--- src/rtl/irq_pkg.sv ---
`timescale 1ns/1ps
package irq_pkg;
   localparam int          SRC_W     = 5;
   localparam int          MAX_ID    = 30;
   localparam logic [15:0] VEC_TOP   = 16'hFFFC;

   function automatic logic [15:0] vec_of(input logic [SRC_W-1:0] id);
      return VEC_TOP - {10'd0, id, 1'b0};
   endfunction
endpackage

--- src/rtl/irq_src_cond.sv ---
`timescale 1ns/1ps
module irq_src_cond #(
   parameter int N_PERIPH   = 6,
   parameter int CFG_WINDOW = 64
) (
   input  logic                clk,
   input  logic                rst_n,
   input  logic                ext_irq_n,
   input  logic                nmi_n,
   input  logic [N_PERIPH-1:0] periph_req,
   input  logic                cfg_edge_wr,
   input  logic                cfg_edge_val,
   input  logic                nmask,
   input  logic                clr_ext,
   input  logic                clr_nmi,
   output logic [N_PERIPH:0]   pend_m,
   output logic                nmi_pend
);
   localparam int CNT_W = $clog2(CFG_WINDOW + 2);

   generate
      if (CFG_WINDOW < 1) begin : g_bad_window
         $error("CFG_WINDOW must be at least 1");
      end
   endgenerate

   logic                ext_q, ext_d, nmi_q, nmi_d;
   logic                edge_mode, ext_lat, win_open, ext_now;
   logic [N_PERIPH-1:0] per_q;
   logic [CNT_W-1:0]    age;

   assign win_open = (age < CNT_W'(CFG_WINDOW));
   assign ext_now  = edge_mode ? ext_lat : ~ext_q;
   assign pend_m   = {per_q, ext_now};

   always_ff @(posedge clk) begin
      if (!rst_n) begin
         ext_q     <= 1'b1;
         ext_d     <= 1'b1;
         nmi_q     <= 1'b1;
         nmi_d     <= 1'b1;
         per_q     <= '0;
         age       <= '0;
         edge_mode <= 1'b0;
         ext_lat   <= 1'b0;
         nmi_pend  <= 1'b0;
      end else begin
         ext_q <= ext_irq_n;
         ext_d <= ext_q;
         nmi_q <= nmi_n;
         nmi_d <= nmi_q;
         per_q <= periph_req;
         if (win_open) begin
            age <= age + CNT_W'(1);
            if (cfg_edge_wr) edge_mode <= cfg_edge_val;
         end
         ext_lat  <= edge_mode & ((ext_lat & ~clr_ext) | (ext_d & ~ext_q));
         nmi_pend <= (nmi_pend & ~clr_nmi) | (~nmask & nmi_d & ~nmi_q);
      end
   end
endmodule

--- src/rtl/irq_arbiter.sv ---
`timescale 1ns/1ps
module irq_arbiter #(
   parameter int NUM_M  = 7,
   parameter int PSEL_W = 4
) (
   input  logic [NUM_M-1:0]         pend,
   input  logic [PSEL_W-1:0]        psel,
   output logic                     any,
   output logic [irq_pkg::SRC_W-1:0] win
);
   localparam int SRC_W = irq_pkg::SRC_W;

   logic [NUM_M-1:0] hit;

   generate
      for (genvar k = 0; k < NUM_M; k++) begin : g_promo
         assign hit[k] = pend[k] && (psel == PSEL_W'(k));
      end
   endgenerate

   always_comb begin
      any = |pend;
      win = '0;
      for (int i = NUM_M - 1; i >= 0; i--) begin
         if (pend[i]) win = SRC_W'(i);
      end
      if (|hit) win = SRC_W'(psel);
   end
endmodule

--- src/rtl/irq_mask_ctl.sv ---
`timescale 1ns/1ps
module irq_mask_ctl #(
   parameter int NEST_DEPTH = 4
) (
   input  logic clk,
   input  logic rst_n,
   input  logic take,
   input  logic rti,
   input  logic sw_set_g,
   input  logic sw_clr_g,
   input  logic sw_clr_n,
   output logic gmask,
   output logic nmask
);
   generate
      if (NEST_DEPTH < 1) begin : g_bad_depth
         $error("NEST_DEPTH must be at least 1");
      end
   endgenerate

   logic [NEST_DEPTH-1:0] saved, push_v, pop_v;

   generate
      if (NEST_DEPTH == 1) begin : g_single
         assign push_v = gmask;
         assign pop_v  = 1'b1;
      end else begin : g_stack
         assign push_v = {saved[NEST_DEPTH-2:0], gmask};
         assign pop_v  = {1'b1, saved[NEST_DEPTH-1:1]};
      end
   endgenerate

   always_ff @(posedge clk) begin
      if (!rst_n) begin
         gmask <= 1'b1;
         nmask <= 1'b1;
         saved <= '1;
      end else begin
         if (take) begin
            gmask <= 1'b1;
            saved <= push_v;
         end else if (rti) begin
            gmask <= saved[0];
            saved <= pop_v;
         end else if (sw_set_g) begin
            gmask <= 1'b1;
         end else if (sw_clr_g) begin
            gmask <= 1'b0;
         end
         if (sw_clr_n) nmask <= 1'b0;
      end
   end
endmodule

--- src/rtl/irq_prio_ctrl.sv ---
`timescale 1ns/1ps
module irq_prio_ctrl #(
   parameter int N_PERIPH   = 6,
   parameter int PSEL_W     = 4,
   parameter int CFG_WINDOW = 64,
   parameter int NEST_DEPTH = 4
) (
   input  logic                      clk,
   input  logic                      rst_n,
   input  logic                      ext_irq_n,
   input  logic                      nmi_n,
   input  logic [N_PERIPH-1:0]       periph_req,
   input  logic                      sw_set_gmask,
   input  logic                      sw_clr_gmask,
   input  logic                      sw_clr_nmask,
   input  logic                      cfg_edge_wr,
   input  logic                      cfg_edge_val,
   input  logic                      psel_wr,
   input  logic [PSEL_W-1:0]         psel_val,
   input  logic                      ack,
   input  logic                      rti,
   output logic                      irq_req,
   output logic [irq_pkg::SRC_W-1:0] irq_src,
   output logic [15:0]               irq_vec,
   output logic                      gmask,
   output logic                      nmask
);
   localparam int SRC_W = irq_pkg::SRC_W;
   localparam int NUM_M = N_PERIPH + 1;

   generate
      if (N_PERIPH < 1 || N_PERIPH > irq_pkg::MAX_ID - 1) begin : g_bad_count
         $error("N_PERIPH out of range for the vector table");
      end
      if (NUM_M > (1 << PSEL_W)) begin : g_bad_psel
         $error("PSEL_W too narrow to name every maskable source");
      end
   endgenerate

   logic [NUM_M-1:0]  pend_m;
   logic              nmi_pend, any_m, take, clr_ext, clr_nmi;
   logic [SRC_W-1:0]  m_win;
   logic [PSEL_W-1:0] psel_q;

   always_ff @(posedge clk) begin
      if (!rst_n)       psel_q <= '0;
      else if (psel_wr) psel_q <= psel_val;
   end

   irq_src_cond #(.N_PERIPH(N_PERIPH), .CFG_WINDOW(CFG_WINDOW)) u_cond (
      .clk(clk), .rst_n(rst_n), .ext_irq_n(ext_irq_n), .nmi_n(nmi_n),
      .periph_req(periph_req), .cfg_edge_wr(cfg_edge_wr),
      .cfg_edge_val(cfg_edge_val), .nmask(nmask), .clr_ext(clr_ext),
      .clr_nmi(clr_nmi), .pend_m(pend_m), .nmi_pend(nmi_pend)
   );

   irq_arbiter #(.NUM_M(NUM_M), .PSEL_W(PSEL_W)) u_arb (
      .pend(pend_m), .psel(psel_q), .any(any_m), .win(m_win)
   );

   irq_mask_ctl #(.NEST_DEPTH(NEST_DEPTH)) u_mask (
      .clk(clk), .rst_n(rst_n), .take(take), .rti(rti),
      .sw_set_g(sw_set_gmask), .sw_clr_g(sw_clr_gmask),
      .sw_clr_n(sw_clr_nmask), .gmask(gmask), .nmask(nmask)
   );

   assign irq_req = nmi_pend | (any_m & ~gmask);
   assign irq_src = nmi_pend ? '0 : m_win + SRC_W'(1);
   assign irq_vec = irq_pkg::vec_of(irq_src);
   assign take    = ack & irq_req;
   assign clr_nmi = take & nmi_pend;
   assign clr_ext = take & ~nmi_pend & (m_win == '0);
endmodule

--- config.mk ---
export PLATFORM = sky130hd
export DESIGN_NAME = irq_prio_ctrl
export DESIGN_NICKNAME = d
export VERILOG_FILES = /design/src/rtl/irq_pkg.sv /design/src/rtl/irq_src_cond.sv /design/src/rtl/irq_arbiter.sv /design/src/rtl/irq_mask_ctl.sv /design/src/rtl/irq_prio_ctrl.sv
export SDC_FILE = /design/constraint.sdc
export NUM_CORES = 1
export LEC_CHECK = 0
export CAP_MARGIN = 20
export CORE_UTILIZATION = 40
export DETAILED_ROUTE_END_ITERATION = 8
export MAX_ROUTING_LAYER = met4
export PLACE_DENSITY = 0.68
export SYNTH_ARGS = -nofsm -noshare
export SYNTH_HDL_FRONTEND = slang
export SYNTH_HIERARCHICAL = 1
export SYNTH_SLANG_ARGS = --single-unit
--- constraint.sdc ---
create_clock -name clk -period 6.5 [get_ports clk]
set_input_delay 0.975 -clock clk [delete_from_list [all_inputs] [get_ports clk]]
set_output_delay 0.975 -clock clk [all_outputs]
set_load 0.005 [all_outputs]
==> flow_metrics.env <==
export IMPL_io_pins=46
export IMPL_dp_slack_ps=2503
export IMPL_hp_class="reg -> reg"
export IMPL_yosys_warnings=6
export IMPL_route_detailed_vias_per_inst=4.714
export IMPL_critical_path_top_delay_family="multiplexers"
export IMPL_worst_ir_drop_on_vdd_mv=0.1548
export IMPL_critical_path_max_stage_delay_ps=510
export IMPL_worst_setup_path_type="reg -> out"
export IMPL_report_final_setup_viol=0
export IMPL_postSynth_topFlopCell="sky130_fd_sc_hd__dfxtp_1"
export IMPL_dr_total_vias=1188
export IMPL_grt_antenna_before_repair=0
export IMPL_hpwl_after_detailed_placement_mm=2.241
export IMPL_path_clk_slew_ps=60
export IMPL_fin_crit_sh=0.6573
export IMPL_cts_buffer_depth=2
export IMPL_gp_routability_congestion=0.8974
export IMPL_grt_first_pass_wirelength_mm=4.864
export IMPL_die_x_um=65.52
export IMPL_crit_path_start_kind="flip-flop"
export IMPL_drc=0
export IMPL_timing_setup_tns_ps=0
export IMPL_max_cap_violations=0
export IMPL_design_die_area_um2=4293
export IMPL_cts_root_buf="sky130_fd_sc_hd__clkbuf_8"
export IMPL_worst_setup_path_end_kind="output port"
export IMPL_core_area_um2=3771
export IMPL_rsz0062_at_grt="no"
export IMPL_num_antenna_cells=0
export IMPL_tritoncts_num_buffers=5
export IMPL_htree_levels=2
export IMPL_worstSkewPairLatency_ps=270
export IMPL_run_status="completed"
export IMPL_timing_worst_slew_pin_value_ps=828.4
export IMPL_crit_path_max_fanout=5
export IMPL_routed_wire_length_per_instance_um=11.29
export IMPL_grt_max_degree=32
export IMPL_hold_viol_final=0
export IMPL_post_cts_repair_setup_buffers=0
export IMPL_cts_hold_buf=0
export IMPL_synthToLayoutAreaGrowth_pct=23.57
export IMPL_report_final_slew_viol_count=0
export IMPL_power_w=0.0004476
export IMPL_yosysMostFrequentCell="sky130_fd_sc_hd__dfxtp_1"
export IMPL_drive_gt1_frac=0.06373
export IMPL_drt_pre_antenna_iters=4
export IMPL_groute_usage_overall=0.1545
export IMPL_critical_path_cell_by_cell="mux2i_1 -> mux2i_1 -> a221o_1 -> mux2_1 -> ha_1 -> xnor2_1 -> nor2_4 -> nand3_2 -> xor2_1 -> clkdlybuf4s50_1"
export IMPL_cts_sinks=30
export IMPL_final_min_clock_period_ps=4273
export IMPL_netlist_area_leader_share=0.3721
export IMPL_power_per_cell_area_nw_per_um2=224.4
export IMPL_design_area_um2=1994
export IMPL_final_nets=229
export IMPL_post_synth_main_area_contributors="sky130_fd_sc_hd__dfxtp_1 37%, sky130_fd_sc_hd__mux2i_1 8.7%, sky130_fd_sc_hd__buf_4 7.0%, sky130_fd_sc_hd__nor2b_1 5.8%, sky130_fd_sc_hd__and2_1 4.3%"
export IMPL_wire_length_reported_by_the_detailed_router_mm=2.846
export IMPL_drtAntennaViolNets=0
export IMPL_rows=22
export IMPL_critical_path_slowest_cell="sky130_fd_sc_hd__clkdlybuf4s50_1"
export IMPL_post_dp_cell_area_um2=1903
export IMPL_finClkSkew_ps=4.601
export IMPL_ctsResizeCount=0
export IMPL_vias_in_the_first_global_route=1182
export IMPL_floorplan_initialDensity=0.4280
export IMPL_max_slew_margin=0.4460
export IMPL_yosys_cell_types=43
export IMPL_timing_critical_path_arrival_ps=3300
export IMPL_async_reset_ff_frac=0
export IMPL_syn_mean_instance_area_um2=9.330
export IMPL_floorplan_die_height_um=65.52
export IMPL_clock_fmax_ghz=0.2340
export IMPL_netlist_top_cell_by_area="sky130_fd_sc_hd__dfxtp_1"
export IMPL_clock_tree_from_tritoncts="yes"
export IMPL_netlist_top_cells_count="30 x sky130_fd_sc_hd__dfxtp_1, 15 x sky130_fd_sc_hd__buf_4, 15 x sky130_fd_sc_hd__nor2b_1, 14 x sky130_fd_sc_hd__mux2i_1, 11 x sky130_fd_sc_hd__and2_1"
export IMPL_initialDrtViolationCount=32
export IMPL_cellLeakagePower_nw=0.8437
export IMPL_path_buf_inv=1
export IMPL_grt_overflow_total=0
export IMPL_synth_enable_flop_cells=0
export IMPL_synth_seq_cells=30
export IMPL_layout_setup_ws_ps=2227
export IMPL_req_time_crit_path_ps=5520
export IMPL_portBuffers=33
export IMPL_sequential_to_total_area_share_from_yosys_stat=0.3721
export IMPL_synthesis_instances=173
export IMPL_cpMostUsedCell="sky130_fd_sc_hd__mux2i_1"
export IMPL_mappedNetlistArea_um2=1614
==> stage by stage <==
step | hold slack (ps) | cells | utilization
4_1_cts | 449.4 | 252 | 0.5289
2_1_floorplan | 412.0 | 182 | -
6_report | 443.4 | 252 | 0.5289
3_5_place_dp | 429.9 | 244 | 0.5046
3_3_place_gp | 415.6 | 244 | 0.5046
5_1_grt | 470.9 | 252 | 0.5289
==> logic make-up (layout without fill, tap and decap cells) <==
family,Yosys count,in the layout,share of synthesized area
and+or+nand+nor,63,63,0.2512
DFF,30,30,0.3721
buffers and inverters,29,51,0.1070
AOI/OAI and AO/OA,18,18,0.07288
muxes,17,17,0.1101
xor gates and xnor gates,9,9,0.04884
adders and majority gates,4,4,0.03101
other,3,12,0.006976
==> final timing paths <==
check / start / to / slack [ps] / cells after the start
worst min register to register: u_cond/nmi_q / u_cond/nmi_d / 440 / 1
worst min-delay path: u_cond/nmi_q / u_cond/nmi_d / 440 / 1
worst max register to register: u_cond/edge_mode / u_cond/ext_lat / 3970 / 8
worst max-delay path: u_cond/edge_mode / irq_vec[5] / 2230 / 10
==> state kept, by name, indices dropped and copies added (netlist names), 4 cells and up <==
name          count
u_cond/age        7
u_mask/saved      4
psel_q            4
u_cond/per_q      6
==> report_power, final <==
group | switching [W] | internal (W) | total [W]
Clock | 0.0000633 | 0.0000852 | 0.000149
Combinational | 0.0000387 | 0.0000607 | 0.0000994
Sequential | 0.00000777 | 0.000192 | 0.000200
Total | 0.000110 | 0.000338 | 0.000448
==> placed cells by master, fill, tap and decap left out, types with 3 or more instances in the layout <==
master	n
sky130_fd_sc_hd__ha_1	4
sky130_fd_sc_hd__a21oi_1	6
sky130_fd_sc_hd__clkbuf_8	6
sky130_fd_sc_hd__conb_1	12
sky130_fd_sc_hd__xnor2_1	7
sky130_fd_sc_hd__and2_1	11
sky130_fd_sc_hd__inv_1	10
sky130_fd_sc_hd__clkdlybuf4s50_1	33
sky130_fd_sc_hd__dfxtp_1	30
sky130_fd_sc_hd__mux2i_1	14
sky130_fd_sc_hd__nand3_1	3
sky130_fd_sc_hd__and3_1	3
sky130_fd_sc_hd__and3b_1	3
sky130_fd_sc_hd__nand2b_1	6
sky130_fd_sc_hd__nor2_1	6
sky130_fd_sc_hd__nor3_1	3
sky130_fd_sc_hd__nor2b_1	15
==> layout make-up <==
class                      count  area (um^2)
clock buffer                   7        86.33
clock inverter                 1        5.005
sequential                    30        600.6
tap                           48        60.06
timing repair buffer          33        330.3
fill                         356         1777
inverter                      10        37.54
multi-input combinational    123        874.6
==> layer usage <==
metal,GRT usage,routed length (um),vias to the layer above,part of all wire
met2,0.2655,1399,35,0.49
met5,-,0,-,0
met3,0.04861,123,9,0.043
met1,0.1554,1237,533,0.43
met4,0.08424,85,0,0.030
li1,-,-,611,-
(Power assumes the default switching activity.)
